==> config.mk <==
export PLATFORM = sky130hd
export DESIGN_NAME = char_uart
export DESIGN_NICKNAME = d
export VERILOG_FILES = /design/src/rtl/char_uart_pkg.sv /design/src/rtl/char_uart_baud.sv /design/src/rtl/char_uart_tx.sv /design/src/rtl/char_uart_rx.sv /design/src/rtl/char_uart.sv
export SDC_FILE = /design/constraint.sdc
export NUM_CORES = 1
export LEC_CHECK = 0
export BUFFER_PORTS_ARGS = -buffer_cell sky130_fd_sc_hd__buf_2
export CAP_MARGIN = 5
export CORE_ASPECT_RATIO = 1.75
export CORE_UTILIZATION = 65
export CTS_CLUSTER_DIAMETER = 50
export DETAILED_ROUTE_END_ITERATION = 10
export GPL_TIMING_DRIVEN = 0
export PLACE_DENSITY = 0.84
export SLEW_MARGIN = 10
export SYNTH_ARGS = -nofsm -noshare
export SYNTH_HDL_FRONTEND = slang
export SYNTH_SLANG_ARGS = --single-unit
==> constraint.sdc <==
create_clock -name clk -period 3.1 [get_ports clk]
set_input_delay 0.31 -clock clk [delete_from_list [all_inputs] [get_ports clk]]
set_output_delay 0.31 -clock clk [all_outputs]
set_load 0.01 [all_outputs]
==> src/rtl/char_uart_pkg.sv <==
package char_uart_pkg;

    // Framer state shared by the transmitter and the receiver.
    typedef enum logic [2:0] {
        S_IDLE  = 3'd0,
        S_START = 3'd1,
        S_DATA  = 3'd2,
        S_PAR   = 3'd3,
        S_STOP  = 3'd4
    } frm_state_t;

    // Control register layout; the first member is the MSB.
    typedef struct packed {
        logic inj_ovr;   // bit7: force overrun (loopback only)
        logic inj_frm;   // bit6: force low stop bit (loopback only)
        logic inj_par;   // bit5: invert parity bit (loopback only)
        logic loop;      // bit4: internal loopback
        logic par_odd;   // bit3: odd parity
        logic par_en;    // bit2: parity present
        logic stop2;     // bit1: two stop bits
        logic len8;      // bit0: 8 data bits (else 7)
    } ctrl_t;

    // Parity bit for a data byte already masked to its length.
    function automatic logic calc_par(input logic [7:0] d, input logic odd);
        return (^d) ^ odd;
    endfunction

endpackage

==> src/rtl/char_uart_baud.sv <==
// Baud divider: an 8-bit down counter reloaded from a register.
// It counts only in cycles where en is high and halt is low, and it
// issues a one-cycle tick each time it wraps through zero.
// Assumes: en is a clock enable in the clk domain.
module char_uart_baud #(
    parameter int W = 8
) (
    input  logic         clk,
    input  logic         rst_n,
    input  logic         en,
    input  logic         halt,
    input  logic [W-1:0] reload,
    output logic         tick
);
    logic [W-1:0] cnt;
    logic         run;

    assign run  = en && !halt;
    assign tick = run && (cnt == '0);

    // Count down on enabled cycles and reload after zero.
    always_ff @(posedge clk) begin
        if (!rst_n)
            cnt <= '0;
        else if (run)
            cnt <= (cnt == '0) ? reload : cnt - 1'b1;
    end
endmodule

==> src/rtl/char_uart_tx.sv <==
// Transmit framer with a one-character holding register.
// A frame starts only on a tick, so frames align to the divider.
// Fault injection is honoured only when loopback is set.
// Assumes: tick is a single-cycle pulse; cfg is stable during a frame.
module char_uart_tx
    import char_uart_pkg::*;
#(
    parameter int OSR = 16
) (
    input  logic       clk,
    input  logic       rst_n,
    input  logic       tick,
    input  ctrl_t      cfg,
    input  logic       load,
    input  logic [7:0] load_data,
    output logic       line,
    output logic       hold_empty,
    output logic       busy
);
    localparam int TW = $clog2(OSR);

    frm_state_t    st;
    logic [TW-1:0] tcnt;
    logic [2:0]    bidx;
    logic          stop_n;
    logic [7:0]    hold;
    logic [7:0]    sh;
    logic          hold_full;

    logic          bit_end;
    logic [2:0]    last_bit;
    logic [2:0]    nxt;
    logic [7:0]    sh_m;
    logic          f_par;
    logic          f_frm;

    assign bit_end    = tick && (tcnt == TW'(OSR - 1));
    assign last_bit   = cfg.len8 ? 3'd7 : 3'd6;
    assign nxt        = bidx + 3'd1;
    assign sh_m       = cfg.len8 ? sh : {1'b0, sh[6:0]};
    assign f_par      = cfg.loop && cfg.inj_par;
    assign f_frm      = cfg.loop && cfg.inj_frm;
    assign hold_empty = !hold_full;
    assign busy       = (st != S_IDLE);

    // Frame sequencer; a bus write to the holding register wins last.
    always_ff @(posedge clk) begin
        if (!rst_n) begin
            st        <= S_IDLE;
            tcnt      <= '0;
            bidx      <= '0;
            stop_n    <= 1'b0;
            hold      <= '0;
            sh        <= '0;
            hold_full <= 1'b0;
            line      <= 1'b1;
        end else begin
            if (tick)
                tcnt <= (st == S_IDLE || bit_end) ? '0 : tcnt + 1'b1;
            case (st)
                S_IDLE: if (tick && hold_full) begin
                    sh        <= hold;
                    hold_full <= 1'b0;
                    st        <= S_START;
                    line      <= 1'b0;
                end
                S_START: if (bit_end) begin
                    st   <= S_DATA;
                    bidx <= '0;
                    line <= sh[0];
                end
                S_DATA: if (bit_end) begin
                    if (bidx == last_bit) begin
                        if (cfg.par_en) begin
                            st   <= S_PAR;
                            line <= calc_par(sh_m, cfg.par_odd) ^ f_par;
                        end else begin
                            st     <= S_STOP;
                            stop_n <= 1'b0;
                            line   <= !f_frm;
                        end
                    end else begin
                        bidx <= nxt;
                        line <= sh[nxt];
                    end
                end
                S_PAR: if (bit_end) begin
                    st     <= S_STOP;
                    stop_n <= 1'b0;
                    line   <= !f_frm;
                end
                S_STOP: if (bit_end) begin
                    line <= 1'b1;
                    if (cfg.stop2 && !stop_n)
                        stop_n <= 1'b1;
                    else
                        st <= S_IDLE;
                end
                default: st <= S_IDLE;
            endcase
            if (load) begin
                hold      <= load_data;
                hold_full <= 1'b1;
            end
        end
    end
endmodule

==> src/rtl/char_uart_rx.sv <==
// Receive framer with a one-character data register and sticky flags.
// A start is taken on a high-to-low transition seen at a tick and is
// confirmed half a bit later. Data, parity and the first stop bit are
// sampled at mid-bit. The character completes at the first stop sample.
// Assumes: line_in is already in the clk domain.
module char_uart_rx
    import char_uart_pkg::*;
#(
    parameter int OSR = 16
) (
    input  logic       clk,
    input  logic       rst_n,
    input  logic       tick,
    input  ctrl_t      cfg,
    input  logic       line_in,
    input  logic       clr_data,
    input  logic       clr_err,
    output logic [7:0] rx_data,
    output logic       rx_full,
    output logic       perr,
    output logic       ferr,
    output logic       oerr,
    output logic       done
);
    localparam int TW   = $clog2(OSR);
    localparam int HALF = OSR / 2;

    frm_state_t    st;
    logic [TW-1:0] tcnt;
    logic [2:0]    bidx;
    logic [7:0]    sh;
    logic          prev;
    logic          rpar;

    logic          bit_end;
    logic          mid_hit;
    logic [2:0]    last_bit;
    logic          f_ovr;

    assign bit_end  = tick && (tcnt == TW'(OSR - 1));
    assign mid_hit  = tick && (tcnt == TW'(HALF - 1));
    assign last_bit = cfg.len8 ? 3'd7 : 3'd6;
    assign f_ovr    = cfg.loop && cfg.inj_ovr;
    assign done     = bit_end && (st == S_STOP);

    // Frame sampler, register clears, and completion bookkeeping.
    always_ff @(posedge clk) begin
        if (!rst_n) begin
            st      <= S_IDLE;
            tcnt    <= '0;
            bidx    <= '0;
            sh      <= '0;
            prev    <= 1'b1;
            rpar    <= 1'b0;
            rx_data <= '0;
            rx_full <= 1'b0;
            perr    <= 1'b0;
            ferr    <= 1'b0;
            oerr    <= 1'b0;
        end else begin
            if (tick) begin
                prev <= line_in;
                tcnt <= (st == S_IDLE || bit_end || (st == S_START && mid_hit))
                        ? '0 : tcnt + 1'b1;
            end
            if (clr_data)
                rx_full <= 1'b0;
            if (clr_err) begin
                perr <= 1'b0;
                ferr <= 1'b0;
                oerr <= 1'b0;
            end
            case (st)
                S_IDLE: if (tick && prev && !line_in)
                    st <= S_START;
                S_START: if (mid_hit) begin
                    if (!line_in) begin
                        st   <= S_DATA;
                        bidx <= '0;
                        sh   <= '0;
                    end else begin
                        st <= S_IDLE;
                    end
                end
                S_DATA: if (bit_end) begin
                    sh[bidx] <= line_in;
                    if (bidx == last_bit)
                        st <= cfg.par_en ? S_PAR : S_STOP;
                    else
                        bidx <= bidx + 3'd1;
                end
                S_PAR: if (bit_end) begin
                    rpar <= line_in;
                    st   <= S_STOP;
                end
                S_STOP: if (bit_end) begin
                    st <= S_IDLE;
                    if (!line_in)
                        ferr <= 1'b1;
                    if (cfg.par_en && (rpar != calc_par(sh, cfg.par_odd)))
                        perr <= 1'b1;
                    if (f_ovr || (rx_full && !clr_data)) begin
                        oerr <= 1'b1;
                    end else begin
                        rx_data <= sh;
                        rx_full <= 1'b1;
                    end
                end
                default: st <= S_IDLE;
            endcase
        end
    end
endmodule

==> src/rtl/char_uart.sv <==
// Top level of the character-framed serial port.
// Address map: 0 data (write sends, read takes the received character),
// 1 control, 2 divider reload, 3 status (a read clears the error flags).
// rdata depends only on addr; side effects happen on the rd_en edge.
// Assumes: rxd is asynchronous and is synchronised here; the loopback
// path is internal and needs no synchroniser.
module char_uart
    import char_uart_pkg::*;
#(
    parameter int DIV_W   = 8,
    parameter int OSR     = 16,
    parameter int DIV_RST = 15
) (
    input  logic       clk,
    input  logic       rst_n,
    input  logic       baud_en,
    input  logic       halt,
    input  logic       wr_en,
    input  logic       rd_en,
    input  logic [1:0] addr,
    input  logic [7:0] wdata,
    output logic [7:0] rdata,
    input  logic       rxd,
    output logic       txd
);
    localparam logic [7:0]       CTRL_RST = 8'h01;
    localparam logic [DIV_W-1:0] DIV_INIT = DIV_W'(DIV_RST);

    ctrl_t            ctrl_q;
    logic [DIV_W-1:0] div_q;
    logic             rx_s1, rx_s2;
    logic             tick;
    logic             tx_line, hold_empty, tx_busy;
    logic [7:0]       rx_data;
    logic             rx_full, perr, ferr, oerr, rx_done;
    logic             rx_in;

    // Control and divider register writes.
    always_ff @(posedge clk) begin
        if (!rst_n) begin
            ctrl_q <= ctrl_t'(CTRL_RST);
            div_q  <= DIV_INIT;
        end else if (wr_en) begin
            if (addr == 2'd1) ctrl_q <= ctrl_t'(wdata);
            if (addr == 2'd2) div_q  <= wdata[DIV_W-1:0];
        end
    end

    // Two-stage synchroniser on the external receive pin.
    always_ff @(posedge clk) begin
        if (!rst_n) begin
            rx_s1 <= 1'b1;
            rx_s2 <= 1'b1;
        end else begin
            rx_s1 <= rxd;
            rx_s2 <= rx_s1;
        end
    end

    assign rx_in = ctrl_q.loop ? tx_line : rx_s2;
    assign txd   = ctrl_q.loop ? 1'b1 : tx_line;

    char_uart_baud #(.W(DIV_W)) u_baud (
        .clk(clk), .rst_n(rst_n), .en(baud_en), .halt(halt),
        .reload(div_q), .tick(tick)
    );

    char_uart_tx #(.OSR(OSR)) u_tx (
        .clk(clk), .rst_n(rst_n), .tick(tick), .cfg(ctrl_q),
        .load(wr_en && addr == 2'd0), .load_data(wdata),
        .line(tx_line), .hold_empty(hold_empty), .busy(tx_busy)
    );

    char_uart_rx #(.OSR(OSR)) u_rx (
        .clk(clk), .rst_n(rst_n), .tick(tick), .cfg(ctrl_q),
        .line_in(rx_in),
        .clr_data(rd_en && addr == 2'd0), .clr_err(rd_en && addr == 2'd3),
        .rx_data(rx_data), .rx_full(rx_full),
        .perr(perr), .ferr(ferr), .oerr(oerr), .done(rx_done)
    );

    // Read-data selection by address.
    always_comb begin
        case (addr)
            2'd0:    rdata = rx_data;
            2'd1:    rdata = ctrl_q;
            2'd2:    rdata = 8'(div_q);
            default: rdata = {2'b00, oerr, ferr, perr, tx_busy, hold_empty, rx_full};
        endcase
    end
endmodule

==> results.sh <==
export IMPL_status="finished clean"
export IMPL_crit_type="flip-flop to flip-flop"
export IMPL_antenna_found_initial=0
export IMPL_cp_start_kind="flip-flop"
export IMPL_met1_length_um=4410
export IMPL_ios=26
export IMPL_worstSkewPairLatency_ns=0.34
export IMPL_cts_tree="done"
export IMPL_fin_crit_ns=2.62
export IMPL_fill_cells=501
export IMPL_synthCells=516
export IMPL_area_delta_synth_final_pct=12.2
export IMPL_vias=3959
export IMPL_finalHoldViolCount=0
export IMPL_grt_first_pass_wirelength_um=18900
export IMPL_clock_sinks=87
export IMPL_routed_via_density=6.18
export IMPL_cts_repair_resized=0
export IMPL_leakagePower_uw=0.00213
export IMPL_setup_viol=0
export IMPL_routedWlPerCell_um=18.4
export IMPL_clk_pin_slew_ns=0.06
export IMPL_fp_dieW_um=66.1
export IMPL_grt_usage=0.334
export IMPL_pwr_share_comb=0.156
export IMPL_hp_class="input pin to flip-flop"
export IMPL_tightest_slew_ns=0.765
export IMPL_dieArea_sq_um=7550
export IMPL_synth_edf_count=0
export IMPL_dr_pass1_iters=5
export IMPL_synth_area_sq_um=4680
export IMPL_required_ns=3.34
export IMPL_max_freq_ghz=0.382
export IMPL_drc=0
export IMPL_fin_skew_ns=0.00578
export IMPL_grt_pass1_vias=3941
export IMPL_syn_mean_instance_area_sq_um=9.06
export IMPL_gp_congestion=0.897
export IMPL_ys_types=62
export IMPL_die_h_um=114
export IMPL_async_flop_share=0
export IMPL_start_util=0.677
export IMPL_drt_iter0_markers=275
export IMPL_synth_seq_area_share=0.372
export IMPL_worstPathArrival_ns=2.86
export IMPL_power_density_nw_per_um2=549
export IMPL_rsz0062_at_grt="no"
export IMPL_num_rows=40
export IMPL_p_int_uw=2090
export IMPL_maxUsedRoutingLayer="met4"
export IMPL_slew_violations=0
export IMPL_power_switching_uw=792
export IMPL_holdBufCountCts=0
export IMPL_wl_met3_um=575
export IMPL_nets=574
export IMPL_drv_cap=0
export IMPL_synth_area_leaders="dfxtp_1, mux2i_1, nor2b_1, nand2_1, mux4_2"
export IMPL_finalCritPeriodShare=0.844
export IMPL_grt_max_degree=16
export IMPL_worst_setup_path_end_kind="flip-flop"
export IMPL_max_slew_margin=0.486
export IMPL_clockRootBuffer="clkbuf_16"
export IMPL_crit_fanout=9
export IMPL_clk_path_buf_depth=2
export IMPL_dp_final_hpwl_um=8410
export IMPL_core_area_sq_um=6910
export IMPL_yosys_area_top_type="dfxtp_1"
export IMPL_synth_nets=538
export IMPL_drive_gt1_frac=0.117
export IMPL_gr_total_overflow=0
export IMPL_peakVddDrop_v=0.000477
export IMPL_post_cts_buffers=0
export IMPL_power_total_uw=2880
export IMPL_final_antenna_net_count=0
export IMPL_switching_share=0.275
export IMPL_synth_commonest_cells="dfxtp_1, nand2_1, nor2b_1"
export IMPL_synth_ff_type="dfxtp_1"
export IMPL_post_synth_top_count_cell="dfxtp_1"
export IMPL_io_buffer_count=25
export IMPL_cts_max_level=3
export IMPL_power_frac_seq=0.419
export IMPL_finalSetupTns_ns=0
export IMPL_yosysWarnings=0
export IMPL_p_clk_frac=0.425
export IMPL_synth_seq_cells=87
export IMPL_num_antenna_cells=0
export IMPL_synth_top_area_share=0.372
export IMPL_cts_buffers=9
export IMPL_routed_wl_um=11800
export IMPL_wl_met2_um=6310
-- cell families (layout without fill, tap and decap cells) --
logic type	count (synthesis)	in the layout	synth area share
AO/OA/AOI/OAI	82	82	0.128
XOR/XNOR	24	24	0.0508
adder cells (fa/ha/maj)	5	5	0.0134
buffers and inverters	38	79	0.0324
flip-flops	87	87	0.372
multiplexers	58	58	0.146
AND/OR/NAND/NOR	222	222	0.257
-- layout make-up --
class / instances / area [sq um] / share of cell area
plain buffers: 31 / 125 / 0.0238
clock buffers: 11 / 253 / 0.0482
clock inverters: 5 / 87.6 / 0.0167
inverters: 7 / 26.3 / 0.00501
multi-input cells: 391 / 2780 / 0.530
flip-flops and latches: 87 / 1740 / 0.332
well taps: 84 / 105 / 0.0200
repair buffers: 25 / 125 / 0.0238
-- placed cells by master, fill, tap and decap left out, types with 3 or more instances in the layout --
cell type | netlist | routed
nand3b_1 | 4 | 4
clkbuf_1 | 25 | 25
nand4b_1 | 3 | 3
buf_2 | 1 | 26
xnor2_1 | 14 | 14
o211ai_1 | 3 | 3
clkbuf_16 | 0 | 9
nand3_1 | 23 | 23
nand2b_1 | 9 | 9
a21oi_1 | 15 | 15
dfxtp_1 | 87 | 87
a211oi_1 | 3 | 3
nor3b_1 | 5 | 5
nand4_1 | 8 | 8
buf_1 | 4 | 4
mux4_2 | 8 | 8
xor2_1 | 8 | 8
ha_1 | 5 | 5
a22oi_1 | 4 | 4
inv_1 | 7 | 7
nor3_1 | 5 | 5
o21a_1 | 3 | 3
nand2_1 | 64 | 64
or3_1 | 7 | 7
nor2b_1 | 50 | 50
mux2i_1 | 48 | 48
o21ai_0 | 16 | 16
a21boi_0 | 14 | 14
and3_1 | 3 | 3
nor2_1 | 23 | 23
-- flip-flops by register name (all words and copies together) (netlist names), 3 cells and up --
name / count
u_rx.st: 3
u_tx.hold: 8
u_tx.st: 3
ctrl_q: 8
u_rx.sh: 8
div_q: 8
u_rx.bidx: 3
u_rx.rx_data: 8
u_tx.bidx: 3
u_rx.tcnt: 4
u_tx.tcnt: 4
u_tx.sh: 8
u_baud.cnt: 8
-- path summary, 6_finish.rpt --
check	start	to	slack [ns]	cells past startpoint
setup / recovery	u_baud.cnt[0]	u_tx.bidx[2]	0.48	7
setup reg to reg	u_baud.cnt[0]	u_tx.bidx[2]	0.48	7
hold / removal	rxd	rx_s1	0.16	2
hold reg to reg	rx_s1	rx_s2	0.44	1
-- layer usage --
metal | GRT usage | vias up
li1 | - | 1900
met1 | 0.350 | 1875
met2 | 0.608 | 143
met3 | 0.0518 | 41
met4 | 0.193 | 0
met5 | 0 | -
-- critical path: stages (launching register included) --
cell and delay, ns:
dfxtp_1 0.31, inv_1 0.09, ha_1 0.18, nor3b_2 0.51, nand4_1 0.46, a211oi_1 0.58
a21boi_0 0.17, o21a_1 0.20
-- power by group through the flow --
stage          logic, uW  clock network, uW  registers [uW]
2_1_floorplan        329                  0            1210
3_3_place_gp         423                  0            1230
3_5_place_dp         437                  0            1230
4_1_cts              441               1220            1200
5_1_grt              487               1270            1210
6_report             448               1220            1210
-- through the flow --
stage                util  cells  instance area (sq um)  worst slack (ns)  hold slack (ns)
finish              0.760    641                   5250             0.485            0.162
floorplan               -    516                   4680             0.965            0.386
CTS                 0.760    641                   5250             0.507            0.167
global route        0.760    641                   5250             0.191            0.173
detailed placement  0.710    625                   4910             0.526            0.429
global placement    0.710    625                   4910             0.625            0.396
Power figures use the tool's default switching activity.
